## config.mk

```make
export PLATFORM = sky130hd
export DESIGN_NAME = chip_select_unit
export DESIGN_NICKNAME = d
export VERILOG_FILES = /design/src/rtl/csu_pkg.sv /design/src/rtl/csu_cfg_bank.sv /design/src/rtl/csu_match.sv /design/src/rtl/csu_ack_timer.sv /design/src/rtl/chip_select_unit.sv
export SDC_FILE = /design/constraint.sdc
export NUM_CORES = 1
export LEC_CHECK = 0
export ABC_CLOCK_PERIOD_IN_PS = 3700
export CAP_MARGIN = 0
export CELL_PAD_IN_SITES_DETAIL_PLACEMENT = 2
export CELL_PAD_IN_SITES_GLOBAL_PLACEMENT = 2
export CORE_MARGIN = 1
export CORE_UTILIZATION = 40
export DETAILED_ROUTE_END_ITERATION = 12
export MAX_ROUTING_LAYER = met4
export PLACE_DENSITY = 0.78
export SLEW_MARGIN = 20
export SYNTH_ARGS = -nofsm -noshare
export SYNTH_HDL_FRONTEND = slang
export SYNTH_HIERARCHICAL = 1
export SYNTH_SLANG_ARGS = --single-unit
export TNS_END_PERCENT = 5
```

## constraint.sdc

```tcl
create_clock -name clk -period 3.7 [get_ports clk]
set_input_delay 1.11 -clock clk [delete_from_list [all_inputs] [get_ports clk]]
set_output_delay 1.11 -clock clk [all_outputs]
set_load 0.01 [all_outputs]
```

## src/rtl/csu_pkg.sv

```systemverilog
package csu_pkg;
  localparam int CMPW = 8;
  localparam logic [3:0] ACK_FAST = 4'b1110;
  localparam logic [3:0] ACK_EXT  = 4'b1111;

  typedef struct packed {
    logic            en;
    logic [1:0]      rwq;
    logic            strb_ds;
    logic [3:0]      ack;
    logic [2:0]      blk;
    logic [CMPW-1:0] base;
  } csu_cfg_t;

  function automatic logic [CMPW-1:0] blk_mask(input logic [2:0] blk);
    return ~((CMPW'(1) << blk) - CMPW'(1));
  endfunction

  function automatic logic dir_ok(input logic [1:0] rwq, input logic rd);
    return rd ? rwq[0] : rwq[1];
  endfunction
endpackage

```

## src/rtl/csu_cfg_bank.sv

```systemverilog
module csu_cfg_bank
  import csu_pkg::*;
#(
  parameter int NCH = 4,
  localparam int CHW = (NCH > 1) ? $clog2(NCH) : 1
) (
  input  logic                 clk,
  input  logic                 rst_n,
  input  logic                 we,
  input  logic [CHW-1:0]       ch,
  input  csu_cfg_t             wdata,
  output csu_cfg_t [NCH-1:0]   cfg
);
  for (genvar i = 0; i < NCH; i++) begin : g_reg
    always_ff @(posedge clk or negedge rst_n) begin
      if (!rst_n)                    cfg[i] <= '0;
      else if (we && ch == CHW'(i))  cfg[i] <= wdata;
    end
  end
endmodule

```

## src/rtl/csu_match.sv

```systemverilog
module csu_match
  import csu_pkg::*;
#(
  parameter int NCH = 4
) (
  input  logic [CMPW-1:0]      addr_hi,
  input  logic                 rd,
  input  logic [2:0]           fc,
  input  csu_cfg_t [NCH-1:0]   cfg,
  output logic [NCH-1:0]       match
);
  logic cpu_space;
  assign cpu_space = (fc == 3'b111);

  for (genvar i = 0; i < NCH; i++) begin : g_ch
    logic [CMPW-1:0] msk;
    assign msk = blk_mask(cfg[i].blk);
    assign match[i] = cfg[i].en && !cpu_space && dir_ok(cfg[i].rwq, rd)
                      && ((addr_hi & msk) == (cfg[i].base & msk));
  end

  always_comb begin
    if (fc == 3'b111) a_r9_cpu_space_blocks: assert (match == '0);
  end
endmodule

```

## src/rtl/csu_ack_timer.sv

```systemverilog
module csu_ack_timer (
  input  logic       clk,
  input  logic       rst_n,
  input  logic       as_act,
  input  logic       start,
  input  logic       go,
  input  logic       fast,
  input  logic [3:0] wait_n,
  output logic       ack
);
  logic       run;
  logic [3:0] cnt;

  always_ff @(posedge clk or negedge rst_n) begin
    if (!rst_n) begin
      ack <= 1'b0;
      run <= 1'b0;
      cnt <= '0;
    end else if (!as_act) begin
      ack <= 1'b0;
      run <= 1'b0;
      cnt <= '0;
    end else if (start) begin
      if (go && fast) begin
        ack <= 1'b1;
      end else if (go) begin
        run <= 1'b1;
        cnt <= wait_n;
      end
    end else if (run) begin
      if (cnt == '0) begin
        ack <= 1'b1;
        run <= 1'b0;
      end else begin
        cnt <= cnt - 4'd1;
      end
    end
  end

  a_r4_fast_first_edge: assert property (@(posedge clk) disable iff (!rst_n)
    (start && go && fast && as_act) |=> ack);
  a_r5_count_in_range: assert property (@(posedge clk) disable iff (!rst_n)
    run |-> (cnt <= 4'd13));
  a_r7_clear_on_negate: assert property (@(posedge clk) disable iff (!rst_n)
    !as_act |=> !ack);
endmodule

```

## src/rtl/chip_select_unit.sv

```systemverilog
module chip_select_unit
  import csu_pkg::*;
#(
  parameter int NCH = 4,
  localparam int CHW = (NCH > 1) ? $clog2(NCH) : 1
) (
  input  logic                 clk,
  input  logic                 rst_n,
  input  logic                 cfg_we,
  input  logic [CHW-1:0]       cfg_ch,
  input  logic [18:0]          cfg_wdata,
  input  logic [CMPW-1:0]      addr_hi,
  input  logic                 rd,
  input  logic [2:0]           fc,
  input  logic                 as_n,
  input  logic                 ds_n,
  output logic [NCH-1:0]       cs_n,
  output logic [1:0]           dsack_n
);
  csu_cfg_t [NCH-1:0] cfg;
  logic [NCH-1:0]     match;
  logic [NCH-1:0]     sel_q;
  logic               as_act, ds_act, as_prev, start;
  logic               go, fast, ack;
  logic [3:0]         wait_n;

  assign as_act = !as_n;
  assign ds_act = !ds_n;
  assign start  = as_act && !as_prev;

  csu_cfg_bank #(.NCH(NCH)) u_bank (
    .clk(clk), .rst_n(rst_n), .we(cfg_we), .ch(cfg_ch),
    .wdata(csu_cfg_t'(cfg_wdata)), .cfg(cfg)
  );

  csu_match #(.NCH(NCH)) u_match (
    .addr_hi(addr_hi), .rd(rd), .fc(fc), .cfg(cfg), .match(match)
  );

  // lowest-numbered matching channel with internal termination sets timing
  always_comb begin
    go     = 1'b0;
    fast   = 1'b0;
    wait_n = '0;
    for (int i = NCH - 1; i >= 0; i--) begin
      if (match[i] && cfg[i].ack != ACK_EXT) begin
        go     = 1'b1;
        fast   = (cfg[i].ack == ACK_FAST);
        wait_n = cfg[i].ack;
      end
    end
  end

  always_ff @(posedge clk or negedge rst_n) begin
    if (!rst_n) begin
      as_prev <= 1'b0;
      sel_q   <= '0;
    end else begin
      as_prev <= as_act;
      if (!as_act)    sel_q <= '0;
      else if (start) sel_q <= match;
    end
  end

  csu_ack_timer u_timer (
    .clk(clk), .rst_n(rst_n), .as_act(as_act), .start(start),
    .go(go), .fast(fast), .wait_n(wait_n), .ack(ack)
  );

  for (genvar i = 0; i < NCH; i++) begin : g_cs
    assign cs_n[i] = !(sel_q[i] && as_act && (!cfg[i].strb_ds || ds_act));
  end

  assign dsack_n = (ack && as_act) ? 2'b00 : 2'b11;

  a_r8_ack_needs_select: assert property (@(posedge clk) disable iff (!rst_n)
    ack |-> (sel_q != '0));
  a_r6_no_select_outside_cycle: assert property (@(posedge clk) disable iff (!rst_n)
    !as_prev |-> (sel_q == '0));
endmodule

```

After elaboration in Yosys (flattened, before gate mapping)
Index checks and enable logic that the tools add are counted.
Widths: inputs -> output; s select.

storage, ports and cells
  register bits = 87
  latch bits = 0
  RAM bits = 0
  memory bits (read-only) = 0
  input bits = 38
  output and inout bits = 6
  memories = 0

cells by class
  $add $sub $neg = 5
  multipliers = 0
  div/mod/pow operators = 0
  magnitude comparators = 0
  equality and inequality tests = 20
  shift-type cells = 4
  multiplexer cells = 36
  bitwise logic cells = 12
  reductions and logical operators = 55

operators with widths
  cell                 number
  $and 8x8->8          8
  $mux 4               12
  $eq 8x8->1           4
  $not 8->8            4
  $shl 1x3->8 const A  4
  $sub 8x2->8 const B  4
  $logic_and 1x1->1    31
  $mux 1               23
  $eq 4x4->1 const B   4
  $ne 4x4->1 const B   4
  $logic_not 1->1      12
  $ne 3x2->1 const B   2
  $ne 3x3->1 const B   2
  $reduce_bool 3->1    2
  $eq 2x2->1 const B   2
  $logic_not 4->1      1
  $logic_or 1x1->1     4
  $reduce_and 4->1     1
  $sub 4x1->4 const B  1
  $eq 3x3->1 const B   1
  $reduce_and 3->1     1
  $eq 2x1->1 const B   1
  $logic_not 2->1      1
  $mux 2               1
  other kinds (2)      2

Logic depth before layout (Yosys ltp)
Gate-level depths: netlist (run 1).

  depth after elaboration = 15
  gate-level depth with buffers = 14

Hierarchy
The synthesis (run 1) kept the hierarchy.

by module, submodules not included
  module            times used  cells each  area an instance (um2)
  csu_cfg_bank      1           163         3020.4
  csu_match         1           87          655.6
  chip_select_unit  1           74          534.3
  csu_ack_timer     1           42          391.6

Least setup slack after synthesis (run 1)
No wires, ideal clock.

  kind = input to register
  start point = input port rd
  end point = register u_timer.cnt[3]
  arrival time = 3481 ps
  path slack = 94 ps
  stages on the path = 12
  path buffers = 1
  cell sequence = clkbuf_2 -> mux2i_1 -> a211oi_1 -> nand3_1 -> a211oi_1 -> nand4_1 -> o21ai_0 -> a211oi_1 -> a21oi_1 -> nor2b_1 -> a221oi_4 -> mux2_2

on the way
  elaborated cells on any way between the ends = 36

RTL lines
  what                               line                    source
  start, declared                    chip_select_unit.sv:13  input logic rd,
  $mux 1                             csu_pkg.sv:20           return rd ? rwq[0] : rwq[1];
  $logic_and 1x1->1                  csu_match.sv:18         assign match[i] = cfg[i].en && !cpu_space && dir_ok(cfg[i].rwq, rd)
  $logic_and 1x1->1                  csu_match.sv:19         && ((addr_hi & msk) == (cfg[i].base & msk));
  via match[3]                       chip_select_unit.sv:21  logic [NCH-1:0] match;
  $logic_and 1x1->1                  chip_select_unit.sv:46  if (match[i] && cfg[i].ack != ACK_EXT) begin
  $mux 1 (4 in series)               chip_select_unit.sv:46
  via fast                           chip_select_unit.sv:24  logic go, fast, ack;
  $logic_and 1x1->1                  csu_ack_timer.sv:24     if (go && fast) begin
  $ne 3x3->1 (no source line)        --
  $reduce_and 4->1 (no source line)  --
  end signal, assigned               csu_ack_timer.sv:28     cnt <= wait_n;
  end signal, assigned               csu_ack_timer.sv:35     cnt <= cnt - 4'd1;
  end, declared                      csu_ack_timer.sv:12     logic [3:0] cnt;

The timed path passes the listed nets, and every way through them passes these cells. The select of a mux whose other input is x is not followed.
A chain may end at the register's enable or synchronous reset.

Worst setup path after layout (run 1)
  start point = input port fc[2]
  end point = register u_timer.cnt[3]

on the way
  elaborated cells on any way between the ends = 38

RTL lines
  what                               line                    source
  start, declared                    chip_select_unit.sv:14  input logic [2:0] fc,
  $eq 3x3->1                         --
  $logic_not 1->1                    csu_match.sv:18
  $logic_and 1x1->1 (2 in series)    csu_match.sv:18
  $logic_and 1x1->1                  csu_match.sv:19
  via match[0]                       chip_select_unit.sv:21
  $logic_and 1x1->1                  chip_select_unit.sv:46
  $mux 1                             chip_select_unit.sv:46
  via fast                           chip_select_unit.sv:24
  $logic_and 1x1->1                  csu_ack_timer.sv:24
  $ne 3x3->1 (no source line)        --
  $reduce_and 4->1 (no source line)  --

The timed path passes the listed nets, and every way through them passes these cells. The select of a mux whose other input is x is not followed.

==> results of run 1 <==
-- final cells by class --
class / instances / share of cell area
Clock inverter: 5 / 0.0106
Inverter: 9 / 0.00649
Clock buffer: 11 / 0.0437
Sequential cell: 87 / 0.376
Multi-Input combinational cell: 253 / 0.411
Tap cell: 140 / 0.0303
Timing Repair Buffer: 78 / 0.122
-- logic make-up after synthesis --
family / Yosys count / share of synthesized area
AND/OR/NAND/NOR: 72 / 0.0837
buffers and inverters: 26 / 0.0432
adder cells (fa/ha/maj): 2 / 0.00544
multiplexers: 85 / 0.230
flip-flops: 87 / 0.473
XOR/XNOR: 33 / 0.0661
AO/OA/AOI/OAI: 61 / 0.0982
-- through the flow --
stage | instance area [sq um] | util | TNS, ns | cells
floorplan | 4600 | - | 0 | 366
global placement | 5310 | 0.482 | -2.99 | 566
detailed placement | 5310 | 0.482 | -3.14 | 566
CTS | 5690 | 0.516 | -0.00104 | 582
global route | 5780 | 0.524 | -0.0454 | 583
finish | 5780 | 0.524 | 0 | 583
-- registers in the layout (all words and copies together) (netlist names) --
name         cells
u_bank/cfg      76
as_prev          1
u_timer/ack      1
u_timer/cnt      4
sel_q            4
u_timer/run      1
-- report_power, final --
group	leakage [nW]	total, mW	switching (mW)	internal (mW)
clock network	0.157	0.967	0.401	0.566
logic	1.31	0.731	0.326	0.405
registers	1.05	1.32	0.198	1.12
-- metal layers --
metal / wire length (um) / part of all wire
met1: 6230 / 0.43
met2: 7360 / 0.51
met3: 590 / 0.041
met4: 222 / 0.015
met5: 0 / 0
-- worst paths after layout --
| kind | cells past startpoint | endpoint | slack (ns) | from |
|---|---|---|---|---|
| max in group asynchronous | 2 | u_bank/cfg[27] | 2.22 | rst_n |
| worst max register to register | 13 | u_timer/cnt[3] | 0.72 | u_bank/cfg[5] |
| worst max-delay path | 13 | u_timer/cnt[3] | 0.1 | fc[2] |
| worst min-delay path | 1 | u_bank/cfg[53] | 0.52 | u_bank/cfg[53] |
| min in group asynchronous | 1 | u_bank/cfg[22] | 0.82 | rst_n |
| worst min register to register | 1 | u_bank/cfg[53] | 0.52 | u_bank/cfg[53] |
-- placed cells by master, fill, tap and decap left out, types with 3 or more instances in the layout --
cell,count
sky130_fd_sc_hd__nand2_1,15
sky130_fd_sc_hd__clkbuf_16,9
sky130_fd_sc_hd__nand2b_1,3
sky130_fd_sc_hd__clkdlybuf4s50_1,33
sky130_fd_sc_hd__nand3_1,22
sky130_fd_sc_hd__a211oi_2,3
sky130_fd_sc_hd__nand4_1,4
sky130_fd_sc_hd__o21a_1,5
sky130_fd_sc_hd__nor2_1,8
sky130_fd_sc_hd__o21ai_0,6
sky130_fd_sc_hd__xor2_1,5
sky130_fd_sc_hd__a31oi_1,6
sky130_fd_sc_hd__xnor2_2,11
sky130_fd_sc_hd__inv_1,8
sky130_fd_sc_hd__mux2i_1,8
sky130_fd_sc_hd__o21ai_1,3
sky130_fd_sc_hd__o31ai_1,3
sky130_fd_sc_hd__mux2_2,46
sky130_fd_sc_hd__dlymetal6s2s_1,4
sky130_fd_sc_hd__buf_4,34
sky130_fd_sc_hd__dlygate4sd2_1,3
sky130_fd_sc_hd__inv_6,3
sky130_fd_sc_hd__mux2_4,31
sky130_fd_sc_hd__dfrtp_1,87
sky130_fd_sc_hd__o31a_1,3
sky130_fd_sc_hd__a21oi_1,13
sky130_fd_sc_hd__xnor2_1,17
-- repair_timing --
action / 4_1_cts / 5_1_grt
resized for setup: 17 / 27
setup endpoints to repair: 6 / 5
hold endpoints to repair: 0 / 0
buffers inserted: 0 / 1
pin swaps: 2 / 5
==> parameters.txt, run 1 <==
Parameter                              Value

STA
  Worst slew margin relative to its limit ... 0.521
  Final clock period utilization by the worst path ... 0.974
  Worst-margin pin slew ... around 0.72 ns
  Clock skew ... approximately 0.0067 ns
  Post-layout minimum cycle time ... approximately 3.6 ns
  Final-layout worst hold slack ... approximately 0.52 ns
  Number of hold-slack violations in the final timing report ... 0
  Minimum setup slack in the final design ... between 0.09 and 0.1 ns
  Timing-limited maximum frequency ... 277 MHz
  Final count of pins violating max slew ... 0
  Setup violation total in the final timing report ... 0

GRT
  Vias in the first global route ... between 3000 and 4000
  Global-route wire length before repair ... around 22 mm
  Number of antenna violations at the first check in global routing ... 0
  Pin count of the biggest net entering global routing ... 52
  Met3 track utilization from global routing ... 0.0610
  Total GRT Usage ... 0.268
  Layer with the highest usage after global routing ... met2
  Grt met2 use ... 0.454
  Met1 GRT Util ... 0.322
  Total global routing overflow ... 0

Logic synthesis
  Main synth FF type ... sky130_fd_sc_hd__dfrtp_1
  Top area cells in the synthesized netlist ... sky130_fd_sc_hd__dfrtp_1, sky130_fd_sc_hd__mux2_2, sky130_fd_sc_hd__mux2_4
  Leading cell type by number of instances after synthesis ... sky130_fd_sc_hd__dfrtp_1
  Share of flip-flops with an asynchronous set or reset after synthesis ... 1.00
  Mean instance size in the synthesized netlist ... 12.6 sq um
  Post-synth cell types ... 51
  Share of the yosys chip area belonging to registers ... 0.473
  Cell accounting for the most synthesized area ... sky130_fd_sc_hd__dfrtp_1
  Number of enable flip-flop cells after synthesis ... 0
  Number of nets in the synthesized netlist ... 406
  Most common library cells after synthesis ... sky130_fd_sc_hd__dfrtp_1, sky130_fd_sc_hd__mux2_2, sky130_fd_sc_hd__mux2_4
  Gate Count Post-Synth ... around 370
  Number of synthesis warnings ... 6
  Register bit total from synthesis ... 87
  Cell area after technology mapping ... 4600 sq um
  Share of Yosys cell area claimed by the top area cell type ... 0.473

Die
  Initial core utilization ... 0.417
  Die width ... about 110 um
  Number of placement rows ... 38
  Die area ... roughly 12000 sq um
  Core outline area ... approximately 11000 sq um
  Ports placed on the boundary ... 44
  Die boundary height ... ~110 um

Drt
  Pre-antenna DRT Iters ... 4
  Total via count after detailed routing ... 3334
  Via density per instance ... 5.72
  Final wirelength ... between 10 and 15 mm
  Antenna Nets Post-Route ... 0
  Mean routed wirelength per cell ... roughly 25 um
  Initial detailed-routing violation count ... 155
  # DRC ... 0

Final layout
  Number of antenna diodes ... 0
  Filler cell count ... about 1100
  Total area of sequential cells ... 2180 sq um
  Net count reported at finish ... 478
  Multi-input gate area in the final layout ... ~2400 sq um
  Share of layout cells above drive strength 1 ... 0.370
  Synth-to-Final Area Change ... 25.7%

Pwr
  Worst IR Drop VDD ... ~0.41 mV
  Total power density per cell area ... about 520 nW/um^2
  Static Leakage ... about 2.5 nW
  Overall power after layout ... 3.02 mW

Place
  Post-Place Setup Slack ... -0.700 ns
  Gpl congestion ... a little over 0.8
  Post-detailed-placement half-perimeter wirelength ... approximately 9.1 mm
  I/O Buffers ... between 40 and 50

Clock network
  Number of hold buffers added after cts ... 0
  Num CTS Buffers ... 9
  Clock-pin slew reported for the worst setup and hold paths after clock tree synthesis ... around 0.07 ns
  TritonCTS clock tree ... done
  Root Buffer Master ... sky130_fd_sc_hd__clkbuf_16
  Number of buffers on the longest clock path ... 2
  H-tree lvl count ... 3
  Clock latency of the later-clocked register in the worst-skew pair ... roughly 0.35 ns
  Clock tree sinks ... slightly below 90

Setup path
  Type of the worst setup path ... primary input to flop
  Worst-path cell chain ... clkdlybuf4s50_1, and3_4, nor2_2, nand3_2, nor4b_4, buf_4, clkinvlp_4, nor2_4, a211oi_1, a21oi_1, nor2b_2, a221oi_4, mux2_4
  Worst EP arrival ... between 3 and 4 ns
  Crit-path slowest cell ... sky130_fd_sc_hd__clkdlybuf4s50_1
  Sum of buffers and inverters on the critical path ... 3
  Longest individual stage delay on the worst path ... about 0.4 ns
  Startpoint kind of the worst setup timing path ... primary input
  Max FO, Critical Path ... 4
  Top cell family by delay on the critical path ... simple AND/OR/NAND/NOR gates
  Sort of element at the end of the critical path ... flop
  Required time at the endpoint of the critical path ... just under 4 ns

Min path
  Worst min-delay path class ... flop to flop

Job
  Total of max-cap violations ... 0

Run status
  Outcome ... complete, no violations
Note: power is estimated with default switching activity, not from simulation.
==> inputs of run 2 (changes only) <==
--- a/config.mk
+++ b/config.mk
@@ -9,7 +9,6 @@
 export CAP_MARGIN = 0
 export CELL_PAD_IN_SITES_DETAIL_PLACEMENT = 2
 export CELL_PAD_IN_SITES_GLOBAL_PLACEMENT = 2
-export CORE_MARGIN = 1
 export CORE_UTILIZATION = 40
 export DETAILED_ROUTE_END_ITERATION = 12
 export MAX_ROUTING_LAYER = met4
==> results of run 2 <==
Final layout, timing and power as in run 1 (identical DEF).
